File: src/rtl/opnd_steer_pkg.sv
package opnd_steer_pkg;

  localparam int OPC_W = 7;
  localparam int F3_W  = 3;
  localparam int F7_W  = 7;

  // opcode values that steer the selection
  localparam logic [OPC_W-1:0] OPC_REGREG = 7'b0110011;
  localparam logic [OPC_W-1:0] OPC_IMMALU = 7'b0010011;
  localparam logic [OPC_W-1:0] OPC_LOAD   = 7'b0000011;
  localparam logic [OPC_W-1:0] OPC_JMPIND = 7'b1100111;
  localparam logic [OPC_W-1:0] OPC_STORE  = 7'b0100011;
  localparam logic [OPC_W-1:0] OPC_BRANCH = 7'b1100011;
  localparam logic [OPC_W-1:0] OPC_LUI    = 7'b0110111;
  localparam logic [OPC_W-1:0] OPC_AUIPC  = 7'b0010111;
  localparam logic [OPC_W-1:0] OPC_JMPDIR = 7'b1101111;

  localparam logic [F3_W-1:0] F3_WORD_STORE = 3'b010;
  localparam logic [F3_W-1:0] F3_SINGLE_OP  = 3'b111;
  localparam logic [F7_W-1:0] F7_SINGLE_OP  = 7'b0000001;

  // shared source code: register, alternate (PC or immediate), zero
  typedef enum logic [1:0] {
    SRC_REG  = 2'd0,
    SRC_ALT  = 2'd1,
    SRC_ZERO = 2'd2
  } src_code_e;

  typedef struct packed {
    logic regreg;
    logic immalu;
    logic load;
    logic jmpind;
    logic store;
    logic branch;
    logic upper;
    logic jmpdir;
    logic word_store;
    logic single_op;
  } insn_class_t;

endpackage

File: src/rtl/opnd_type_decode.sv
module opnd_type_decode
  import opnd_steer_pkg::*;
#(
  parameter int INSN_W = 32
) (
  input  logic [INSN_W-1:0] instr_word,
  output insn_class_t       cls
);

  localparam int F3_LO = 12;
  localparam int F7_LO = 25;

  logic [OPC_W-1:0] opc;
  logic [F3_W-1:0]  f3;
  logic [F7_W-1:0]  f7;

  assign opc = instr_word[OPC_W-1:0];
  assign f3  = instr_word[F3_LO +: F3_W];
  assign f7  = instr_word[F7_LO +: F7_W];

  always_comb begin
    cls            = '0;
    cls.regreg     = (opc == OPC_REGREG);
    cls.immalu     = (opc == OPC_IMMALU);
    cls.load       = (opc == OPC_LOAD);
    cls.jmpind     = (opc == OPC_JMPIND);
    cls.store      = (opc == OPC_STORE);
    cls.branch     = (opc == OPC_BRANCH);
    cls.upper      = (opc == OPC_LUI) || (opc == OPC_AUIPC);
    cls.jmpdir     = (opc == OPC_JMPDIR);
    cls.word_store = cls.store && (f3 == F3_WORD_STORE);
    cls.single_op  = cls.regreg && (f3 == F3_SINGLE_OP) && (f7 == F7_SINGLE_OP);
  end

  // at most one opcode class can be active
  always_comb begin
    AST_ONE_CLASS: assert ($onehot0({cls.regreg, cls.immalu, cls.load, cls.jmpind,
                                     cls.store, cls.branch, cls.upper, cls.jmpdir}));
  end

endmodule

File: src/rtl/opnd_sel_gen.sv
module opnd_sel_gen
  import opnd_steer_pkg::*;
(
  input  insn_class_t cls,
  output src_code_e   x_code,
  output src_code_e   y_code
);

  logic uses_imm;

  assign uses_imm = cls.immalu | cls.load | cls.jmpind | cls.word_store |
                    cls.branch | cls.upper | cls.jmpdir;

  // operand X: PC for pc-relative control flow, zero for upper immediates
  always_comb begin
    if (cls.branch || cls.jmpdir) x_code = SRC_ALT;
    else if (cls.upper)           x_code = SRC_ZERO;
    else                          x_code = SRC_REG;
  end

  // operand Y: zero for the single-operand instruction, then immediate, then rs2
  always_comb begin
    if (cls.single_op)  y_code = SRC_ZERO;
    else if (uses_imm)  y_code = SRC_ALT;
    else                y_code = SRC_REG;
  end

  always_comb begin
    AST_SINGLE_NEEDS_REGREG: assert (!(y_code == SRC_ZERO) || cls.regreg);
    AST_UPPER_ZERO_X: assert (!cls.upper || x_code == SRC_ZERO);
  end

endmodule

File: src/rtl/opnd_mux3.sv
module opnd_mux3
  import opnd_steer_pkg::*;
#(
  parameter int W = 32
) (
  input  src_code_e      sel,
  input  logic [W-1:0]   in_reg,
  input  logic [W-1:0]   in_alt,
  output logic [W-1:0]   out_val
);

  always_comb begin
    unique case (sel)
      SRC_REG:  out_val = in_reg;
      SRC_ALT:  out_val = in_alt;
      default:  out_val = '0;
    endcase
  end

endmodule

File: src/rtl/opnd_steer.sv
module opnd_steer
  import opnd_steer_pkg::*;
#(
  parameter int XLEN   = 32,
  parameter int INSN_W = 32
) (
  input  logic [INSN_W-1:0] instr_word,
  input  logic [XLEN-1:0]   pc_value,
  input  logic [XLEN-1:0]   rs1_value,
  input  logic [XLEN-1:0]   rs2_value,
  input  logic [XLEN-1:0]   imm_value,
  output logic [1:0]        x_sel,
  output logic [1:0]        y_sel,
  output logic [XLEN-1:0]   x_operand,
  output logic [XLEN-1:0]   y_operand
);

  insn_class_t cls;
  src_code_e   x_code;
  src_code_e   y_code;

  opnd_type_decode #(.INSN_W(INSN_W)) u_decode (
    .instr_word (instr_word),
    .cls        (cls)
  );

  opnd_sel_gen u_selgen (
    .cls    (cls),
    .x_code (x_code),
    .y_code (y_code)
  );

  opnd_mux3 #(.W(XLEN)) u_mux_x (
    .sel     (x_code),
    .in_reg  (rs1_value),
    .in_alt  (pc_value),
    .out_val (x_operand)
  );

  opnd_mux3 #(.W(XLEN)) u_mux_y (
    .sel     (y_code),
    .in_reg  (rs2_value),
    .in_alt  (imm_value),
    .out_val (y_operand)
  );

  assign x_sel = x_code;
  assign y_sel = y_code;

  always_comb begin
    AST_X_PC:     assert (x_sel != 2'd1 || x_operand == pc_value);
    AST_X_ZERO:   assert (x_sel != 2'd2 || x_operand == '0);
    AST_X_RS1:    assert (x_sel != 2'd0 || x_operand == rs1_value);
    AST_Y_IMM:    assert (y_sel != 2'd1 || y_operand == imm_value);
    AST_Y_ZERO:   assert (y_sel != 2'd2 || y_operand == '0);
    AST_Y_RS2:    assert (y_sel != 2'd0 || y_operand == rs2_value);
    AST_NO_CODE3: assert (x_sel != 2'd3 && y_sel != 2'd3);
  end

endmodule

File: config.mk
export PLATFORM = sky130hd
export DESIGN_NAME = opnd_steer
export DESIGN_NICKNAME = d
export VERILOG_FILES = /design/src/rtl/opnd_steer_pkg.sv /design/src/rtl/opnd_type_decode.sv /design/src/rtl/opnd_sel_gen.sv /design/src/rtl/opnd_mux3.sv /design/src/rtl/opnd_steer.sv
export SDC_FILE = /design/constraint.sdc
export NUM_CORES = 1
export LEC_CHECK = 0
export BUFFER_PORTS_ARGS = -buffer_cell sky130_fd_sc_hd__buf_4
export CAP_MARGIN = 40
export CELL_PAD_IN_SITES_DETAIL_PLACEMENT = 1
export CELL_PAD_IN_SITES_GLOBAL_PLACEMENT = 1
export CORE_ASPECT_RATIO = 0.8
export CORE_MARGIN = 1
export CORE_UTILIZATION = 16
export DETAILED_ROUTE_END_ITERATION = 6
export GPL_TIMING_DRIVEN = 0
export PLACE_DENSITY = 0.88
export SLEW_MARGIN = 30
export SYNTH_ARGS = -nofsm -noshare
export SYNTH_HDL_FRONTEND = slang
export SYNTH_HIERARCHICAL = 1
export SYNTH_SLANG_ARGS = --single-unit
File: constraint.sdc
create_clock -name vclk -period 11.7
set_clock_uncertainty 0.1 [all_clocks]
set_input_delay 3.51 -clock vclk [all_inputs]
set_output_delay 3.51 -clock vclk [all_outputs]
set_load 0.1 [all_outputs]
# After elaboration in Yosys (flattened, before gate mapping)
# Index checks and enable logic that the tools add are counted.
# word_totals
register_bits,0
output_inout_bits,68
# op_classes
eq_ne,14
mux,6
bitwise,6
n_reduce_logical,7
# op_table
op,n
one-hot mux 32 bit (2 select lines),2
equality test 7 x 6 -> 1 bit (second input constant),3
equality test 7 bit (second input constant),3
equality test 7 x 5 -> 1 bit (second input constant),2
equality test 7 x 1 -> 1 bit (second input constant),1
equality test 7 x 2 -> 1 bit (second input constant),1
2-to-1 mux 2 bit,3
OR 1 bit,6
equality test 2 x 1 -> 1 bit (second input constant),2
zero test 2 bit,2
equality test 3 x 2 -> 1 bit (second input constant),1
equality test 3 bit (second input constant),1
logical AND 1 bit,3
logical OR 1 bit,2
2-to-1 mux 1 bit,1

# Longest topological paths before layout
# Gate-level depths: netlist (run 1).
# logic_depth
word_depth,11
mapped_depth,9
mapped_depth_nobuf,7

# Cells and area by module
# Netlist (run 1), hierarchy kept.
# modules_own_cells
module,n_inst,cells_per_inst,area_per_inst_um2
opnd_mux3,2,71,523.0
opnd_type_decode,1,23,157.7
opnd_sel_gen,1,7,37.5

# Worst setup path after synthesis (run 1)
# Ideal clock, no wire load.
# synth_path
kind,input to output
start,input port instr_word[3]
end,output port y_operand[0]
t_arrival_ps,7753
t_required_ps,8090
setup_slack_ps,337
path_stages,9
path_cell_list,or3b_4 or3_4 nor4_2 nor3_1 a21oi_1 buf_6 buf_12 mux2i_1 nor2_1
# synth_lines
item,line,source
start: declaration,opnd_steer.sv:7,"input logic [INSN_W-1:0] instr_word,"
end: declaration,opnd_steer.sv:15,output logic [XLEN-1:0] y_operand

==> results of run 1 <==
-- power by group through the flow --
stage	clock network (mW)	logic, mW	registers [mW]
after floorplan	0	0.133	0
after global placement	0	0.195	0
after detailed placement	0	0.198	0
after CTS	0	0.198	0
after global routing	0	0.204	0
final	0	0.197	0
-- metrics by stage --
stage | std cells | setup slack (ns) | hold WS [ns] | util | power [mW]
after detailed placement | 488 | 2.34 | 7.42 | 0.399 | 0.198
after CTS | 488 | 2.33 | 7.42 | 0.399 | 0.198
after global routing | 488 | 2.22 | 7.43 | 0.399 | 0.204
final | 488 | 2.35 | 7.42 | 0.399 | 0.197
after global placement | 488 | 2.36 | 7.41 | 0.399 | 0.195
after floorplan | 170 | 0.356 | 7.27 | - | 0.133
-- worst min-delay path, stage by stage --
cell and delay (ns):
buf_4 0.11, mux2i_1 0.11, nor2_1 0.05, buf_4 0.22
-- cell type report --
cell class                      count  area, µm²  share of cell area
Tap cell                          105        131              0.0444
Timing Repair Buffer              213       1600               0.540
Buffer                             15        173              0.0583
Inverter                            4       15.0             0.00507
Multi-Input combinational cell    151       1040               0.352
-- worst paths after layout --
check	from	to	cells past startpoint
max	instr_word[3]	y_operand[11]	11
min	rs2_value[23]	y_operand[23]	4
-- per-layer routing --
| layer | track usage | wire, µm |
|---|---|---|
| met1 | 0.158 | 2370 |
| met2 | 0.312 | 3780 |
| met3 | 0.0191 | 419 |
| met4 | 0.0145 | 46 |
| met5 | 0 | 0 |
-- placed cells by master (no fill, tap or decap) --
cell,n
nand3b_1,1
and2b_2,1
a21oi_1,1
buf_12,6
nor3_1,2
nand2_1,1
nor2_1,68
nand4b_1,1
nand3_1,1
nor4_1,1
or3b_4,1
buf_6,2
inv_1,4
or3_1,1
nor3_2,1
and4b_1,1
buf_4,214
mux2i_1,64
nor4b_1,2
or3_4,1
clkbuf_1,6
or4_1,1
or2_1,1
nor4_2,1
==> summary.txt, run 1 <==
Setup path
  • CP bufs+invs: 4
  • CP top delay family: simple AND/OR/NAND/NOR gates
  • Crit. End Element: output port
  • Worst path max stage delay: 0.39 ns
  • CP max-delay cell: or3b_4
  • Critical path required time: 8.09 ns
  • Setup CP Type: input port to output port
  • Worst Path Max Fanout: 10
  • Crit path top cell by count: buf_4
  • CP arrival: 5.74 ns
  • CP startpoint kind: input port
  • CP Cell Sequence: buf_4, or3b_4, or3_4, nor4_2, nor3_1, a21oi_1, buf_6, buf_12, mux2i_1, nor2_1, buf_4

Worst hold path
  • Type of the most critical hold path: input port to output port

Layout
  • FILL cells: 946
  • Antenna diodes: 0
  • Final nets: 545
  • Seq Cell Count: 0
  • Sequential cell area: 0 µm²
  • Area grow syn2layout: 141%
  • CLK BUF: 0
  • Share of layout cells above drive strength 1: 0.593
  • Final Instance Area: 2960 µm²

Drt
  • DRT iter0 DRCs: 28
  • WL final: 6620 µm
  • Via-per-instance ratio: 4.14
  • Vias: 2020
  • Total iterations of the first detailed-routing run: 4
  • Antenna-violating nets left: 0
  • Wirelength per Cell: 13.6 µm
  • Residual DRC: 0

STA
  • Max Clock Freq: 0.107 GHz
  • Setup TNS: 0 ns
  • Rel. slew slack: 0.673
  • Slew Limit Fails: 0
  • Final Cycle Share: 0.799
  • Final setup vio count: 0
  • Hold Vio Cnt, Final: 0
  • Crit path time final: 9.35 ns
  • RSZ-0062 raised after global routing: false
  • Worst Tran Pin Value: 0.491 ns

Floorplan
  • Starting Density: 0.166
  • Boundary Pins: 228
  • Die ar.: 8050 µm²
  • Core area: 7430 µm²
  • Row count: 28
  • Die span in y: 80.5 µm
  • DIE WIDTH: 100 µm

Power
  • Max VDD drop: 0.0000368 V
  • P_int: 60.8 µW
  • Pleak: 1.44 nW
  • Net switching power: 136 µW
  • Pwr/cell area: 66.6 nW/µm²
  • Sequential Power Share: 0
  • Comb pwr share: 1.000
  • Clock power frac: 0
  • Switching Share: 0.692

Logic synthesis
  • Synth Warn #: 6
  • Post-synthesis net count: 330
  • Synthesized instance count: 170
  • Syn Area/Cell: 7.24 µm²
  • Area of the mapped netlist: 1230 µm²

CTS
  • CTS Hold Bufs: 0
  • Postcts setup bufs: 0
  • Post-CTS sizing: 0

Global route
  • Total global-route track usage: 0.147
  • Global route overflow: 0
  • Vias in the first global route: 2040
  • First-pass GRT wire length: 9630 µm
  • Largest net degree at the start of global routing: 11
  • Initial antenna violation count: 0

Placement
  • DPL Wire Length: 5940 µm
  • Placer Congestion: 0.717
  • Placed instance area: 2960 µm²
  • Port buffer count: 213

Flow run
  • Max cap viols: 0

Outcome
  • Outcome: completed
(Power assumes the default switching activity.)
==> inputs of run 2 (changes only) <==
--- a/config.mk
+++ b/config.mk
@@ -11,10 +11,10 @@
 export CELL_PAD_IN_SITES_GLOBAL_PLACEMENT = 1
 export CORE_ASPECT_RATIO = 0.8
 export CORE_MARGIN = 1
-export CORE_UTILIZATION = 16
+export CORE_UTILIZATION = 14
 export DETAILED_ROUTE_END_ITERATION = 6
 export GPL_TIMING_DRIVEN = 0
-export PLACE_DENSITY = 0.88
+export PLACE_DENSITY = 0.81
 export SLEW_MARGIN = 30
 export SYNTH_ARGS = -nofsm -noshare
 export SYNTH_HDL_FRONTEND = slang
==> constraint.sdc (replaced) <==
create_clock -name vclk -period 7.55
set_clock_uncertainty 0.1 [all_clocks]
set_input_delay 2.265 -clock vclk [all_inputs]
set_output_delay 2.265 -clock vclk [all_outputs]
set_load 0.1 [all_outputs]
==> run 2 against run 1 <==
Net effect:
- clock-buffer cell count stayed put
- cell count is 2.0% higher
- design area is 9.8% higher
- utilization is 1.7 points lower
- flip-flop and latch count stayed put
- largest cell class unchanged
==> summary.txt, run 2 (synthesis gave the netlist of run 1 again) <==
Power
  • Pleak: 1.49 nW
  • Pwr/cell area: 97.2 nW/µm²
  • Max VDD drop: 0.0000528 V

Placement
  • Dpl ws: 0.583 ns
  • DP Cell Count: 498
  • Port buffer count: 213
  • Placer Congestion: 0.730
  • DPL Wire Length: 5930 µm

Worst hold path
  • Hold Path Sink: x_operand[7]
  • HP Start: rs1_value[7]
  • Hold depth: 4
  • Type of the most critical hold path: input port to output port

Global route
  • Met1 GRT Util: 0.124
  • GRT met2 Usage: 0.263
  • Initial antenna violation count: 0
  • Most used routing layer: met2
  • Vias in the first global route: 2046
  • Met3 Use GR: 0.0296
  • Total global-route track usage: 0.123
  • Global route overflow: 0
  • First-pass GRT wire length: 9380 µm
  • Largest net degree at the start of global routing: 11

STA
  • Slew Limit Fails: 0
  • Final setup vio count: 0
  • Final worst slack: 0.634 ns
  • Worst Tran Pin Value: 0.669 ns
  • Hold Vio Cnt, Final: 0
  • Max Clock Freq: 0.145 GHz
  • Crit path time final: 6.92 ns
  • Setup TNS: 0 ns
  • Fin Hold WS: 4.92 ns
  • Final Cycle Share: 0.916
  • Rel. slew slack: 0.554
  • RSZ-0062 raised after global routing: false

Setup path
  • Critical path required time: 5.18 ns
  • CP arrival: 4.55 ns
  • Worst Path Max Fanout: 10
  • Setup CP Type: input port to output port
  • Crit. End Element: output port
  • CP startpoint kind: input port

Floorplan
  • Die span in y: 85.9 µm
  • Boundary Pins: 228
  • DIE WIDTH: 107 µm
  • Die ar.: 9180 µm²
  • Starting Density: 0.144
  • Core area: 8520 µm²
  • Row count: 30

Drt
  • Residual DRC: 0
  • Antenna-violating nets left: 0
  • Total iterations of the first detailed-routing run: 4
  • WL final: 6420 µm
  • Vias: 2046
  • Via-per-instance ratio: 4.11
  • DRT iter0 DRCs: 25
  • Wirelength per Cell: 12.9 µm

Layout
  • Commonest non-fill, non-tap cell in the layout: buf_4
  • FILL cells: 1051
  • Sequential cell area: 0 µm²
  • Most frequent cells in the layout: buf_4 (214), mux2i_1 (64), nor2_2 (47)
  • Final nets: 548
  • Final core utilization: 0.382
  • Area grow syn2layout: 164%
  • Seq Cell Count: 0
  • Fin cells: 498
  • Share of layout cells above drive strength 1: 0.762
  • CLK BUF: 0
  • Antenna diodes: 0

CTS
  • Postcts setup bufs: 0
  • CTS Hold Bufs: 0
  • Post-CTS sizing: 0

Flow run
  • Max cap viols: 0

Outcome
  • Outcome: completed
run 2: area by class of cell:
class / count / area, µm² / area share
multi-input cells: 151 / 1290 / 0.397
inverters: 4 / 15.0 / 0.00462
well taps: 112 / 140 / 0.0431
plain buffers: 15 / 173 / 0.0531
repair buffers: 216 / 1630 / 0.502
run 2: through the flow:
step / area (µm²) / power [mW]
global placement: 3220 / 0.314
floorplan: 1480 / 0.217
CTS: 3250 / 0.319
global route: 3250 / 0.328
detailed placement: 3250 / 0.319
finish: 3250 / 0.316
run 2: metal layers:
layer  up-vias  wire [µm]
met5         -          0
met4         0         32
met3         4        650
met2       117       3600
met1       909       2140
li1       1016          -
run 2: critical path, cell delays in order:
cell and delay (ns):
buf_4 0.10, or4_1 0.51, or3_1 0.33, nor3_2 0.27
buf_4 0.20, clkbuf_1 0.52, nor2_2 0.08, buf_4 0.25
run 2: worst max-delay path by stage:
stage / start / endpoint / slack (ns) / depth (start not counted)
floorplan: instr_word[3] / x_operand[30] / -0.15 / 5
global placement: instr_word[27] / y_operand[1] / 0.58 / 8
detailed placement: instr_word[27] / y_operand[26] / 0.58 / 8
CTS: instr_word[27] / y_operand[24] / 0.58 / 8
global route: instr_word[27] / y_operand[26] / 0.47 / 8
finish: instr_word[27] / y_operand[27] / 0.63 / 8
run 2: report_power, final:
part	leakage [nW]	switching, mW	total (mW)	internal (mW)
sequential	0	0	0	0
clock	0	0	0	0
combinational	1.49	0.218	0.316	0.0988
